`src/rtl/dma_fixed_pkg.sv`:
```
package dma_fixed_pkg;
  localparam int ADDR_W = 24;
  localparam int PBYTE_W = 8;
  localparam int CNT_W = 16;
  localparam int DATA_W = 16;
  localparam int SRC_W = 2;

  typedef enum logic [1:0] {
    SEL_MEM   = 2'd0,
    SEL_PBYTE = 2'd1,
    SEL_COUNT = 2'd2,
    SEL_CTRL  = 2'd3
  } cfg_sel_e;

  typedef enum logic [1:0] {
    XS_IDLE  = 2'd0,
    XS_READ  = 2'd1,
    XS_WRITE = 2'd2
  } xfer_state_e;

  // Next memory-side address after one unit.
  function automatic logic [ADDR_W-1:0] mem_advance(
    input logic [ADDR_W-1:0] addr,
    input logic              word,
    input logic              down
  );
    logic [ADDR_W-1:0] delta;
    delta = word ? ADDR_W'(2) : ADDR_W'(1);
    return down ? (addr - delta) : (addr + delta);
  endfunction

  // Full peripheral-side address: ones above the programmed byte.
  function automatic logic [ADDR_W-1:0] periph_full(input logic [PBYTE_W-1:0] pbyte);
    return {{(ADDR_W-PBYTE_W){1'b1}}, pbyte};
  endfunction
endpackage

```
`src/rtl/dma_cfg_regs.sv`:
```
module dma_cfg_regs
  import dma_fixed_pkg::*;
(
  input  logic               clk,
  input  logic               rst_n,
  input  logic               cfg_we,
  input  logic [1:0]         cfg_sel,
  input  logic [ADDR_W-1:0]  cfg_wdata,
  input  logic               step,
  input  logic               finish,
  output logic [ADDR_W-1:0]  mem_q,
  output logic [PBYTE_W-1:0] pbyte_q,
  output logic [CNT_W-1:0]   cnt_q,
  output logic               word_q,
  output logic               down_q,
  output logic               en_q
);
  logic wr_ok;
  assign wr_ok = cfg_we && !en_q;

  always_ff @(posedge clk or negedge rst_n) begin
    if (!rst_n) begin
      mem_q   <= '0;
      pbyte_q <= '0;
      cnt_q   <= '0;
      word_q  <= 1'b0;
      down_q  <= 1'b0;
      en_q    <= 1'b0;
    end else begin
      if (finish) en_q <= 1'b0;
      if (step) begin
        mem_q <= mem_advance(mem_q, word_q, down_q);
        cnt_q <= cnt_q - CNT_W'(1);
      end
      if (wr_ok) begin
        case (cfg_sel_e'(cfg_sel))
          SEL_MEM:   mem_q   <= cfg_wdata;
          SEL_PBYTE: pbyte_q <= cfg_wdata[PBYTE_W-1:0];
          SEL_COUNT: cnt_q   <= cfg_wdata[CNT_W-1:0];
          SEL_CTRL: begin
            word_q <= cfg_wdata[1];
            down_q <= cfg_wdata[2];
            en_q   <= cfg_wdata[0] && (cnt_q != '0);
          end
          default: ;
        endcase
      end
    end
  end
endmodule

```
`src/rtl/dma_req_queue.sv`:
```
module dma_req_queue #(
  parameter int DEPTH = 4,
  parameter int SRC_W = 2
) (
  input  logic             clk,
  input  logic             rst_n,
  input  logic             push,
  input  logic [SRC_W-1:0] push_src,
  input  logic             pop,
  input  logic             flush,
  output logic             empty,
  output logic [SRC_W-1:0] head_src
);
  localparam int PTR_W = (DEPTH > 1) ? $clog2(DEPTH) : 1;
  localparam int FILL_W = PTR_W + 1;

  logic [PTR_W-1:0]  wr_ptr, rd_ptr;
  logic [FILL_W-1:0] fill;
  logic [SRC_W-1:0]  slot [DEPTH];
  logic              do_push, do_pop;

  function automatic logic [PTR_W-1:0] ptr_next(input logic [PTR_W-1:0] p);
    return (p == PTR_W'(DEPTH-1)) ? '0 : p + PTR_W'(1);
  endfunction

  assign empty    = (fill == '0);
  assign do_push  = push && (fill != FILL_W'(DEPTH));
  assign do_pop   = pop && !empty;
  assign head_src = slot[rd_ptr];

  always_ff @(posedge clk or negedge rst_n) begin
    if (!rst_n) begin
      wr_ptr <= '0;
      rd_ptr <= '0;
      fill   <= '0;
      for (int i = 0; i < DEPTH; i++) slot[i] <= '0;
    end else if (flush) begin
      wr_ptr <= '0;
      rd_ptr <= '0;
      fill   <= '0;
    end else begin
      if (do_push) begin
        for (int i = 0; i < DEPTH; i++)
          if (wr_ptr == PTR_W'(i)) slot[i] <= push_src;
        wr_ptr <= ptr_next(wr_ptr);
      end
      if (do_pop) rd_ptr <= ptr_next(rd_ptr);
      case ({do_push, do_pop})
        2'b10:   fill <= fill + FILL_W'(1);
        2'b01:   fill <= fill - FILL_W'(1);
        default: ;
      endcase
    end
  end
endmodule

```
`src/rtl/dma_xfer_fsm.sv`:
```
module dma_xfer_fsm
  import dma_fixed_pkg::*;
#(
  parameter logic [SRC_W-1:0] RX_SRC = '0
) (
  input  logic               clk,
  input  logic               rst_n,
  input  logic               en,
  input  logic               q_empty,
  input  logic [SRC_W-1:0]   head_src,
  input  logic [ADDR_W-1:0]  mem_addr,
  input  logic [PBYTE_W-1:0] pbyte,
  input  logic [CNT_W-1:0]   cnt,
  input  logic [DATA_W-1:0]  bus_rdata,
  output logic               pop,
  output logic               bus_req,
  output logic               bus_we,
  output logic [ADDR_W-1:0]  bus_addr,
  output logic [DATA_W-1:0]  bus_wdata,
  output logic               step,
  output logic               finish,
  output logic               from_periph,
  output logic               done
);
  xfer_state_e         state_q, state_d;
  logic                dir_q;
  logic [DATA_W-1:0]   buf_q;
  logic                done_q;
  logic [ADDR_W-1:0]   p_addr;

  assign p_addr      = periph_full(pbyte);
  assign from_periph = dir_q;
  assign done        = done_q;

  always_comb begin
    state_d   = state_q;
    pop       = 1'b0;
    bus_req   = 1'b0;
    bus_we    = 1'b0;
    bus_addr  = '0;
    bus_wdata = '0;
    step      = 1'b0;
    finish    = 1'b0;
    case (state_q)
      XS_IDLE: begin
        if (en && !q_empty) begin
          pop     = 1'b1;
          state_d = XS_READ;
        end
      end
      XS_READ: begin
        bus_req  = 1'b1;
        bus_addr = dir_q ? p_addr : mem_addr;
        state_d  = XS_WRITE;
      end
      XS_WRITE: begin
        bus_req   = 1'b1;
        bus_we    = 1'b1;
        bus_addr  = dir_q ? mem_addr : p_addr;
        bus_wdata = buf_q;
        step      = 1'b1;
        finish    = (cnt == CNT_W'(1));
        state_d   = XS_IDLE;
      end
      default: state_d = XS_IDLE;
    endcase
  end

  always_ff @(posedge clk or negedge rst_n) begin
    if (!rst_n) begin
      state_q <= XS_IDLE;
      dir_q   <= 1'b0;
      buf_q   <= '0;
      done_q  <= 1'b0;
    end else begin
      state_q <= state_d;
      done_q  <= finish;
      if (pop) dir_q <= (head_src == RX_SRC);
      if (state_q == XS_READ) buf_q <= bus_rdata;
    end
  end
endmodule

```
`src/rtl/dma_fixed_chan.sv`:
```
module dma_fixed_chan
  import dma_fixed_pkg::*;
#(
  parameter int PEND_DEPTH = 4,
  parameter logic [SRC_W-1:0] RX_SRC = '0
) (
  input  logic               clk,
  input  logic               rst_n,
  input  logic               cfg_we,
  input  logic [1:0]         cfg_sel,
  input  logic [ADDR_W-1:0]  cfg_wdata,
  input  logic               req_valid,
  input  logic [SRC_W-1:0]   req_src,
  output logic               bus_req,
  output logic               bus_we,
  output logic [ADDR_W-1:0]  bus_addr,
  output logic               bus_word,
  output logic [DATA_W-1:0]  bus_wdata,
  input  logic [DATA_W-1:0]  bus_rdata,
  output logic               chan_on,
  output logic               done
);
  logic [ADDR_W-1:0]  mem_q;
  logic [PBYTE_W-1:0] pbyte_q;
  logic [CNT_W-1:0]   cnt_q;
  logic               word_q, down_q, en_q;
  logic               xfer_step, xfer_finish, xfer_pop, xfer_from_periph;
  logic               q_empty;
  logic [SRC_W-1:0]   q_head;

  assign chan_on  = en_q;
  assign bus_word = word_q;

  dma_cfg_regs u_regs (
    .clk      (clk),
    .rst_n    (rst_n),
    .cfg_we   (cfg_we),
    .cfg_sel  (cfg_sel),
    .cfg_wdata(cfg_wdata),
    .step     (xfer_step),
    .finish   (xfer_finish),
    .mem_q    (mem_q),
    .pbyte_q  (pbyte_q),
    .cnt_q    (cnt_q),
    .word_q   (word_q),
    .down_q   (down_q),
    .en_q     (en_q)
  );

  dma_req_queue #(.DEPTH(PEND_DEPTH), .SRC_W(SRC_W)) u_queue (
    .clk     (clk),
    .rst_n   (rst_n),
    .push    (req_valid && en_q),
    .push_src(req_src),
    .pop     (xfer_pop),
    .flush   (xfer_finish),
    .empty   (q_empty),
    .head_src(q_head)
  );

  dma_xfer_fsm #(.RX_SRC(RX_SRC)) u_fsm (
    .clk        (clk),
    .rst_n      (rst_n),
    .en         (en_q),
    .q_empty    (q_empty),
    .head_src   (q_head),
    .mem_addr   (mem_q),
    .pbyte      (pbyte_q),
    .cnt        (cnt_q),
    .bus_rdata  (bus_rdata),
    .pop        (xfer_pop),
    .bus_req    (bus_req),
    .bus_we     (bus_we),
    .bus_addr   (bus_addr),
    .bus_wdata  (bus_wdata),
    .step       (xfer_step),
    .finish     (xfer_finish),
    .from_periph(xfer_from_periph),
    .done       (done)
  );
endmodule

```
`config.mk`:
```
export PLATFORM = sky130hd
export DESIGN_NAME = dma_fixed_chan
export DESIGN_NICKNAME = d
export VERILOG_FILES = /design/src/rtl/dma_fixed_pkg.sv /design/src/rtl/dma_cfg_regs.sv /design/src/rtl/dma_req_queue.sv /design/src/rtl/dma_xfer_fsm.sv /design/src/rtl/dma_fixed_chan.sv
export SDC_FILE = /design/constraint.sdc
export NUM_CORES = 1
export LEC_CHECK = 0
export BUFFER_PORTS_ARGS = -buffer_cell sky130_fd_sc_hd__buf_2
export CAP_MARGIN = 40
export CORE_ASPECT_RATIO = 0.8
export CORE_MARGIN = 5
export CORE_UTILIZATION = 51
export DETAILED_ROUTE_END_ITERATION = 10
export PLACE_DENSITY = 0.73
export SYNTH_ARGS = -nofsm -noshare
export SYNTH_HDL_FRONTEND = slang
export SYNTH_SLANG_ARGS = --single-unit
```
`constraint.sdc`:
```
create_clock -name clk -period 6.1 [get_ports clk]
set_input_delay 0.915 -clock clk [delete_from_list [all_inputs] [get_ports clk]]
set_output_delay 0.915 -clock clk [all_outputs]
set_load 0.05 [all_outputs]
```
== Word-level counts from Yosys, hierarchy flattened ==
Cells that the tools add are included.

* Add/subtract/negate cells: 7
* Muxes and demuxes: 33
* Multipliers: 0
* Order comparisons: 1
* Reductions and logical operators: 24
* Bitwise operators: 2
* Divide/modulo/power cells: 0
* Shift-type cells: 0
* Equal/unequal tests: 14

{| class="wikitable"
|+ Operator list
! operator !! number
|-
| 2-to-1 mux 24 bit || 6
|-
| 2-to-1 mux 16 bit || 4
|-
| case mux 24 bit (2 select lines) || 1
|-
| adder 24 bit || 1
|-
| subtractor 24 bit || 1
|-
| 2-to-1 mux 2 bit || 10
|-
| equality test 16 x 1 -> 1 bit (second input constant) || 1
|-
| nonzero test 16 bit || 1
|-
| subtractor 16 x 1 -> 16 bit (second input constant) || 1
|-
| equality test 2 bit (second input constant) || 7
|-
| AND reduction 3 bit || 4
|-
| equality test 2 x 1 -> 1 bit (second input constant) || 4
|-
| logical NOT 2 bit || 4
|-
| 2-to-1 mux 1 bit || 8
|-
| logical AND 1 bit || 6
|-
| case mux 3 bit (2 select lines) || 1
|-
| adder 2 x 1 -> 2 bit (second input constant) || 2
|-
| binary-select mux 2 bit (select 2 bit) || 1
|-
| case mux 2 bit (2 select lines) || 1
|-
| AND reduction 2 bit || 2
|-
| nonzero test 2 bit || 2
|-
| adder 3 x 1 -> 3 bit (second input constant) || 1
|-
| >= comparator 3 bit (second input constant) || 1
|-
| logical NOT 3 bit || 1
|-
| other kinds (9) || 10
|}

* Bits in read-only memories: 0
* Bits in writable memories: 0
* Flip-flop bits (word level): 86
* Memories: 0
* Bits in latches: 0

== Depth between registers and ports, before layout ==
Gate-level depths: netlist of the first run.

* Word-level depth: 9
* Mapped depth: 11
* Depth with buffers taken out: 11

== Cells and area by module ==
From an unflattened synthesis of the first run, not the netlist that was laid out.

* Cells, all modules: 660
* Area, all modules: 6206.0 µm²

{| class="wikitable"
|+ Modules (own cells, without submodules)
! module !! instances !! cells an instance !! area an instance (µm²) !! seq. area each (µm²)
|-
| dma_cfg_regs || 1 || 386 || 3557.2 || 1276.2
|-
| dma_xfer_fsm || 1 || 188 || 1689.1 || 500.5
|-
| dma_req_queue || 1 || 85 || 953.4 || 375.4
|-
| dma_fixed_chan || 1 || 1 || 6.3 || 0.0
|}

== Worst setup path before layout of the first run ==
Ideal clock, no wire load.

* Path type: reg2out
* Start point: register u_fsm.state_q[0]
* End point: output bus_addr[10]
* Cell stages (with the launch flop): 8
* Slack: 2594 ps
* Data required time: 5185 ps
* Arrival time: 2591 ps
* Cells stage by stage: dfrtp_1 -> inv_1 -> ha_1 -> mux2_2 -> clkbuf_1 -> buf_1 -> nor2_1 -> nor2_1

* Word-level cells in the longest chain between the ends: 2

{| class="wikitable"
|+ Ends and longest elaborated chain
! item !! line !! source
|-
| start, declared || dma_xfer_fsm.sv:25 || <nowiki>xfer_state_e state_q, state_d;</nowiki>
|-
| start signal, assigned || dma_xfer_fsm.sv:76 || <nowiki>state_q <= state_d;</nowiki>
|-
| equality test 2 bit / equality test 2 x 1 -> 1 bit (equally long branches) || dma_xfer_fsm.sv:44 || <nowiki>case (state_q)</nowiki>
|-
| case mux 24 bit (2 select lines) (*) || dma_xfer_fsm.sv:44 ||
|-
| end, declared || dma_fixed_chan.sv:16 || <nowiki>output logic [ADDR_W-1:0] bus_addr,</nowiki>
|}

Mark *: on every way between the ends. The rest lies on a longest branch, timed or not.

== Worst setup path after layout of the first run ==
* Start point: register u_fsm.state_q[1]
* End point: output bus_addr[2]

The elaborated chain is that of the path after synthesis.

==> results of run 1 <==
-- power groups by stage --
stage | Clock, mW | Sequential (mW) | Combinational (mW)
floorplan | 0 | 1.02 | 1.92
global placement | 0 | 1.07 | 2.35
detailed placement | 0 | 1.08 | 2.42
CTS | 0.621 | 1.07 | 2.43
global route | 0.647 | 1.12 | 2.66
finish | 0.608 | 1.08 | 2.44
-- per-stage QoR --
stage	area (um2)	util, %	hold WS (ns)
after detailed placement	6220	57.5	0.482
after CTS	6550	60.6	0.460
after floorplan	5610	-	0.459
final	6550	60.6	0.460
after global routing	6550	60.6	0.474
after global placement	6160	57.0	0.473
-- worst max-delay path, delay by kind of cell, from the launching register on --
family | cells | cell delay [ns]
simple gates | 1 | 0.14
compound gates | 1 | 0.19
buf+inv | 2 | 0.39
flops | 1 | 0.38
mux | 1 | 0.66
fa+ha+maj | 1 | 0.76
-- worst paths after layout --
check                                 start          endpoint  slack (ns)
max                        u_fsm.state_q[1]       bus_addr[2]        2.32
min                                   rst_n   u_fsm.buf_q[13]        0.46
max reg2reg                   u_regs.down_q  u_regs.mem_q[22]        2.90
min reg2reg                 u_fsm.buf_q[12]   u_fsm.buf_q[12]        0.50
max in group asynchronous             rst_n   u_regs.mem_q[5]        5.02
min in group clk            u_fsm.buf_q[12]   u_fsm.buf_q[12]        0.50
-- flip-flops by register name, indices dropped and copies added, names as in the netlist, 3 cells and up --
name,cells
u_queue.slot,8
u_regs.pbyte_q,8
u_fsm.buf_q,16
u_queue.fill,3
u_regs.cnt_q,16
u_regs.mem_q,24
-- metal layers --
layer	up-vias	share of wire, %	track usage [%]
met4	0	1.7	5.67
met3	23	8.0	5.14
li1	2313	-	-
met2	193	44	31.8
met5	-	0	0
met1	2269	47	31.3
-- area by class of cell --
class	count	area share [%]
multi-input combinational	478	50.2
sequential	86	32.9
timing repair buffer	98	8.14
clock buffer	10	3.65
tap	144	2.75
clock inverter	6	1.43
inverter	16	0.917
-- Yosys cell counts, types with 3 or more instances --
library cell  number
nor2b_1           12
mux2_2            30
and3_1             4
buf_1              6
nand2_1           55
nand3_1            4
a31oi_1            3
o211ai_1           5
or4_4              3
nor2_1            65
inv_1             15
a21oi_1           47
or3_1              4
nand4_1            7
o21bai_1           3
nand2b_1           3
o21ai_0           45
xnor2_1           24
a22oi_1            8
o31ai_1            5
nor3b_1            7
xor2_1            13
dfrtp_1           86
and2_1            16
nor3_1            12
mux2_1             8
ha_1              35
nand3_2            4
a21o_1            11
mux2i_1           11
clkbuf_1          24
o21ai_1            5
-- cell usage in the layout, fill, tap and decap left out, drive strengths merged, types with 16 or more instances in the layout --
master,n
dfrtp,86
nand2,55
nor2,65
ha,35
and2,16
xnor2,24
a21oi,47
mux2,38
o21ai,50
buf,98
inv,16
-- cell families (layout without fill, tap and decap cells) --
group,after synthesis,count (layout),share of synthesized area [%]
and+or+nand+nor,203,203,18.1
AOI/OAI and AO/OA,152,152,16.5
xor gates and xnor gates,37,37,5.78
buffers and inverters,47,130,3.17
adders and majority gates,37,37,8.52
DFF,86,86,38.4
muxes,49,49,9.59
==> flow_metrics.tcl, run 1 <==
set metrics [dict create \
    final_layout_size_suffix_gt1_share_pct 23.1 \
    worst_skew_pair.late_latency_ns 0.34 \
    coreArea_mm2 0.0108 \
    clock_tree_root_driver_cell "clkbuf_16" \
    tritoncts "yes" \
    cts.hold.buffers_added 0 \
    finalCriticalPeriod_ns 3.78 \
    avgViaCountPerCell 5.73 \
    class_of_the_tightest_hold_or_removal_check "input pin to asynchronous set/reset pin" \
    cellPowerDensity_mw_per_mm2 630 \
    synthDistinctLibCells 57 \
    drt-pass1-iter-count 5 \
    switching_power_mw 2.00 \
    grtUsageTotal_pct 21.4 \
    worst_reg2reg_path_length_in_cells 10 \
    grt_pass1_vias 4527 \
    cts_resized 0 \
    detailed_place_hpwl_mm 10.5 \
    swShare_pct 48.4 \
    ctsLongestPathBuffers 2 \
    placement_rows 34 \
    synth_sequential_area_ratio_pct 38.4 \
    biggest_area_consumer_among_synthesized_cells "dfrtp_1" \
    setup_viol 0 \
    postSynthRegisterBits 86 \
    crit_path_max_fanout 23 \
    status "completed" \
    synth-edff-count 0 \
    clkSinkCount 86 \
    critPathArrivalTime_ns 2.86 \
    finalWeightedCongestion 0.951 \
    ctsHtreeMaxLevel 3 \
    p_seq_share_pct 26.2 \
    critPathCaptureType "output port" \
    place_inst 822 \
    die_area_mm2 0.0132 \
    worst-setup-path-type "flop to output port" \
    timing.final.max_slew_violations 0 \
    comb_power_share_pct 59.1 \
    drc 0 \
    asyncSetResetFlopFracSynth_pct 100 \
    achievable-frequency_mhz 265 \
    footprint_of_the_multi_input_gates_mm2 0.00329 \
    worst_pin_slew_ns 0.899 \
    detail_route.iter0.violations 293 \
    post_synth_instance_area_mm2 0.00561 \
    dr_total_vias 4798 \
    cp-start-kind "flop" \
    path_clk_slew_ns 0.06 \
    path_cells "inv_1, ha_1, mux2_2, a22oi_1, nor2b_1, buf_2" \
    port-buffer-count 92 \
    worst_clock_skew_ns 0.00821 \
    relSlewSlack_pct 40.1 \
    worst_ir_drop_vdd_mv 0.398 \
    report.power.total_mw 4.12 \
    ant_nets_after_route 0 \
    ys_warn_count 0 \
    hold_violations 0 \
    pin_count_of_the_biggest_net_entering_global_routing 67 \
    filler_cell_count 941 \
    synthesis.area_per_instance_um2 9.18 \
    die_height_um 104 \
    sequential_cell_area_mm2 0.00215 \
    power_leakage_nw 2.95 \
    layout.nets 774 \
    antenna_found_initial 0 \
    areaGrowthSynthToFinish_pct 16.7 \
    worst_path_required_ns 5.18 \
    synth-main-ff-cell "dfrtp_1" \
    max-cap-violations 0 \
    cts.repair_timing.setup_buffer_count 0 \
    first_pass_grt_wire_length_mm 23.2 \
    worst_path_largest_cell_delay_ns 0.76 \
    synthesis.instances 611 \
    n_antenna_cell 0 \
    grt_overflow 0 \
    ioPinCount 93 \
    die_width_um 127 \
    wire_per_inst_um 16.8 \
    rsz_0062_raised_after_global_routing "no" \
    power.share.clock_pct 14.8 \
    route.final.wire_length_mm 14.1 \
    synth.net_count 696 \
    finalWorstSetupSlack_ns 2.32 \
    synth.top_cells.by_area "dfrtp_1, ha_1, mux2_2" \
    synth_top_cell_area_share_pct 38.4 \
    timing.final.crit_share_pct 61.9 \
    final_cell_count_no_fill 838 \
    cp_slowest_cell "ha_1" \
    final.setup.tns_ns 0 \
    internal-power_mw 2.13 \
    dp_worst_setup_slack_ns 2.67 \
    initial_core_util_pct 51.9 \
    number_of_cts_inserted_buffers 9 \
]
No activity file was read; power rests on OpenSTA's default activity.
==> inputs of run 2 (changes only) <==
clock period = 3.5 ns   (was 6.1 ns; I/O delays follow)
==> run 2 against run 1 <==
Critical path depth stayed put; die area is the same; register-to-register slack got worse by 2.3 ns; via count rose by 0.15%; core utilization decreased by 0.16 points; combinational power rose by 76%; largest cell class unchanged.
==> flow_metrics.tcl, run 2 (same netlist as run 1, synthesis figures left out) <==
set metrics [dict create \
    status "completed" \
    setup_viol 0 \
    grt_pass1_vias 4668 \
    worst-setup-path-type "flop to output port" \
    timing.final.crit_share_pct 87.5 \
    clkSinkCount 86 \
    dr_total_vias 4805 \
    finalWeightedCongestion 0.903 \
    final_core_utilization_pct 60.4 \
    cts.hold.buffers_added 0 \
    path_cells "inv_1, ha_2, mux2_2, a22oi_1, nor2b_1, buf_2" \
    hold_violations 0 \
    largest_register_ff_count 24 \
    avgViaCountPerCell 5.71 \
    tritoncts "yes" \
    number_of_cts_inserted_buffers 9 \
    die_height_um 104 \
    coreArea_mm2 0.0108 \
    grt_overflow 0 \
    power_leakage_nw 2.95 \
    wire_per_inst_um 17.0 \
    path_clk_slew_ns 0.06 \
    drt-pass1-iter-count 6 \
    port-buffer-count 92 \
    clock_tree_root_driver_cell "clkbuf_16" \
    placement.cell_area_mm2 0.00623 \
    critPathCaptureType "output port" \
    detail_route.iter0.violations 420 \
    timing.final.max_slew_violations 0 \
    cts.repair_timing.setup_buffer_count 0 \
    critPathArrivalTime_ns 2.54 \
    first_pass_grt_wire_length_mm 23.7 \
    registers.top_by_ff_count "u_regs.mem_q" \
    areaGrowthSynthToFinish_pct 16.4 \
    antenna_found_initial 0 \
    die_width_um 127 \
    final_layout_size_suffix_gt1_share_pct 23.2 \
    pin_count_of_the_biggest_net_entering_global_routing 60 \
    ctsLongestPathBuffers 2 \
    finalCriticalPeriod_ns 3.06 \
    initial_core_util_pct 51.9 \
    worst_skew_pair.late_latency_ns 0.34 \
    mostFrequentLayoutCells "buf_2, dfrtp_1, nor2_1" \
    final_cell_count_no_fill 841 \
    worst_pin_slew_ns 0.780 \
    ioPinCount 93 \
    ant_nets_after_route 0 \
    detailed_place_hpwl_mm 10.7 \
    grtUsageTotal_pct 21.9 \
    design_area_mm2 0.00653 \
    cts_resized 0 \
    regs_by_ff_count "u_regs.mem_q: 24 flops, u_fsm.buf_q: 16 flops, u_regs.cnt_q: 16 flops" \
    crit_path_max_fanout 23 \
    worst_path_largest_cell_delay_ns 0.60 \
    worst_path_required_ns 2.97 \
    worst_clock_skew_ns 0.00523 \
    final.setup.tns_ns 0 \
    layout.cells.most_common "buf_2" \
    placement_rows 34 \
    place_inst 827 \
    class_of_the_tightest_hold_or_removal_check "input pin to asynchronous set/reset pin" \
    relSlewSlack_pct 48.0 \
    die_area_mm2 0.0132 \
    ctsHtreeMaxLevel 3 \
    cp-start-kind "flop" \
    route.final.wire_length_mm 14.3 \
    max-cap-violations 0 \
    n_antenna_cell 0 \
    layout.nets 779 \
    rsz_0062_raised_after_global_routing "no" \
    cp_slowest_cell "mux2_2" \
    achievable-frequency_mhz 327 \
    drc 0 \
    worst_ir_drop_vdd_mv 0.622 \
    cellPowerDensity_mw_per_mm2 1100 \
]
run 2: final timing paths:
kind | startpoint | end | slack, ns | cells after the start
setup / recovery | u_fsm.state_q[0] | bus_addr[6] | 0.44 | 6
hold / removal | rst_n | u_fsm.buf_q[13] | 0.25 | 1
setup reg to reg | u_regs.down_q | u_regs.mem_q[22] | 0.56 | 10
hold reg to reg | u_queue.slot[6] | u_queue.slot[6] | 0.49 | 1
max in group asynchronous | rst_n | u_regs.cnt_q[9] | 2.53 | 2
min in group clk | cfg_wdata[20] | u_regs.mem_q[20] | 0.40 | 3
run 2: report_power, final:
group,total [mW],internal [mW],switching (mW)
Sequential,1.87,1.46,0.405
Combinational,4.30,1.62,2.69
Clock,0.991,0.617,0.374
Total,7.16,3.70,3.47
run 2: worst max-delay path: cells and delay by family, from the launching register on:
kind / cells / cell delay [ns]
buffers and inverters: 2 / 0.42
AND/OR/NAND/NOR: 1 / 0.18
AO/OA/AOI/OAI: 1 / 0.18
multiplexers: 1 / 0.60
adder cells (fa/ha/maj): 1 / 0.43
flip-flops: 1 / 0.39
run 2: metrics by stage:
stage	hold slack [ns]	worst slack (ns)	power, mW
6_report	0.254	0.439	7.16
3_5_place_dp	0.483	0.611	6.13
4_1_cts	0.291	0.441	7.16
3_3_place_gp	0.472	0.687	6.00
5_1_grt	0.334	0.306	7.70
2_1_floorplan	0.229	0.384	5.11
run 2: cell type report:
| cell class | count | area (um2) |
|---|---|---|
| clock buffers | 10 | 229 |
| inverters | 16 | 60.1 |
| repair buffers | 103 | 546 |
| multi-input cells | 478 | 3290 |
| fillers | 932 | 4270 |
| clock inverters | 4 | 73.8 |
| well taps | 144 | 180 |
| flip-flops and latches | 86 | 2150 |
run 2: routing by layer:
metal	GRT usage (%)	vias up	share of wire, %
li1	-	2326	-
met1	30.7	2277	45
met2	34.1	183	46
met3	5.04	19	7.5
met4	5.82	0	1.6
met5	0	-	0
==> inputs of run 3 (changes only) <==
REMOVE_ABC_BUFFERS = 1   (was not set)
SKIP_CTS_REPAIR_TIMING = 1   (was not set)
==> run 3 against run 2 <==
Critical path depth unchanged; first-iteration DRC count shrank 28%; combinational power hardly changed; cell count is the same; non-clock buffer count fell by 2; maximum frequency decreased by 0.83%; die area stayed put; routed wire length decreased by 1.4%; setup slack got worse by 0.026 ns; clock-buffer cell count down 1; critical path type unchanged; critical endpoint is now bus_addr[7]; highest routed layer unchanged.
==> flow_metrics.tcl, run 3 (same netlist as run 1, synthesis figures left out) <==
set metrics [dict create \
    status "completed" \
    setup_viol 0 \
    crit_path_max_fanout 23 \
    ctsHtreeMaxLevel 3 \
    timing.rr.end "u_regs.mem_q[22]" \
    finalWorstSetupSlack_ns 0.413 \
    finalWeightedCongestion 0.896 \
    worst_skew_pair.late_latency_ns 0.35 \
    cellPowerDensity_mw_per_mm2 1090 \
    initial_core_util_pct 51.9 \
    relSlewSlack_pct 46.3 \
    mostFrequentLayoutCells "buf_2, dfrtp_1, nor2_1" \
    clock_tree_root_driver_cell "clkbuf_16" \
    reg2reg_setup_slack_ns 0.66 \
    worst_pin_slew_ns 0.805 \
    final_layout_size_suffix_gt1_share_pct 23.4 \
    dr_total_vias 4783 \
    worstPathBufferInverterCount 2 \
    crit_path_end "bus_addr[7]" \
    worst-setup-path-type "flop to output port" \
    clkSinkCount 86 \
    worst_reg2reg_path_length_in_cells 10 \
    detail_route.iter0.violations 303 \
    class_of_the_tightest_hold_or_removal_check "input pin to asynchronous set/reset pin" \
    power_leakage_nw 2.95 \
    die_area_mm2 0.0132 \
    tritoncts "yes" \
    worst_ir_drop_vdd_mv 0.596 \
    number_of_cts_inserted_buffers 9 \
    regs_by_ff_count "u_regs.mem_q: 24 flops, u_fsm.buf_q: 16 flops, u_regs.cnt_q: 16 flops" \
    layout.cells.most_common "buf_2" \
    die_height_um 104 \
    critPathArrivalTime_ns 2.56 \
    avgViaCountPerCell 5.69 \
    largest_register_ff_count 24 \
    ctsLongestPathBuffers 2 \
    max-cap-violations 0 \
    worst_path_required_ns 2.97 \
    pin_count_of_the_biggest_net_entering_global_routing 56 \
    ant_nets_after_route 0 \
    coreArea_mm2 0.0108 \
    route.final.wire_length_mm 14.1 \
    port-buffer-count 92 \
    grt_pass1_vias 4774 \
    layout.nets 777 \
    timing.final.max_slew_violations 0 \
    place_inst 825 \
    grt_overflow 0 \
    finalCriticalPeriod_ns 3.09 \
    drc 0 \
    worst_r2r_startpoint "u_regs.down_q" \
    detailed_place_hpwl_mm 10.4 \
    cp-start-kind "flop" \
    ioPinCount 93 \
    drt-pass1-iter-count 5 \
    critPathCaptureType "output port" \
    grtUsageTotal_pct 21.9 \
    final_cell_count_no_fill 841 \
    cp_slowest_cell "mux2_2" \
    critPathTopFamily "multiplexers" \
    worst_path_largest_cell_delay_ns 0.57 \
    timing.final.crit_share_pct 88.2 \
    worst_clock_skew_ns 0.00804 \
    levels_on_crit_path 6 \
    die_width_um 127 \
    registers.top_by_ff_count "u_regs.mem_q" \
    path_clk_slew_ns 0.07 \
    placement_rows 34 \
    dp_worst_setup_slack_ns 0.660 \
    n_antenna_cell 0 \
    first_pass_grt_wire_length_mm 23.9 \
    rsz_0062_raised_after_global_routing "no" \
    wire_per_inst_um 16.8 \
    areaGrowthSynthToFinish_pct 16.4 \
    critical_path.startpoint "u_fsm.state_q[0]" \
    antenna_found_initial 0 \
    path_cells "inv_1, ha_2, mux2_2, a22oi_1, nor2b_1, buf_2" \
    achievable-frequency_mhz 324 \
    hold_violations 0 \
]
-- run 3: area by class of cell --
cell class              instances  area, um2
flip-flops and latches         86       2150
repair buffers                101        551
clock buffers                   9        225
multi-input cells             478       3290
well taps                     144        180
clock inverters                 7       72.6
fillers                       955       4270
inverters                      16       60.1
-- run 3: how the worst min path moves through the flow --
stage	to	cells past startpoint
after global routing	u_queue.wr_ptr[0]	1
final	u_queue.wr_ptr[0]	1
after CTS	u_queue.wr_ptr[1]	1
after floorplan	u_fsm.buf_q[0]	0
after detailed placement	u_queue.slot[1]	1
after global placement	u_queue.slot[2]	1
-- run 3: per-stage QoR --
step	setup TNS [ns]	power, mW	utilization [%]	area [um2]	hold slack (ns)
2_1_floorplan	-11.07	5.10	-	5490	0.229
3_3_place_gp	0	5.99	57.4	6210	0.472
3_5_place_dp	0	6.11	57.7	6230	0.484
4_1_cts	0	7.12	60.4	6530	0.141
5_1_grt	0	7.66	60.4	6530	0.155
6_report	0	7.12	60.4	6530	0.116
-- run 3: power breakdown --
| group | internal [mW] | switching, mW | total (mW) | leakage (nW) |
|---|---|---|---|---|
| clock | 0.554 | 0.420 | 0.974 | 0.142 |
| combinational | 1.61 | 2.68 | 4.30 | 1.78 |
| sequential | 1.46 | 0.388 | 1.85 | 1.03 |
-- run 3: metal layers --
metal | track usage, % | routed length [um]
met5 | 0 | 0
met1 | 31.7 | 6830
met4 | 4.82 | 190
met3 | 4.06 | 775
met2 | 34.0 | 6330
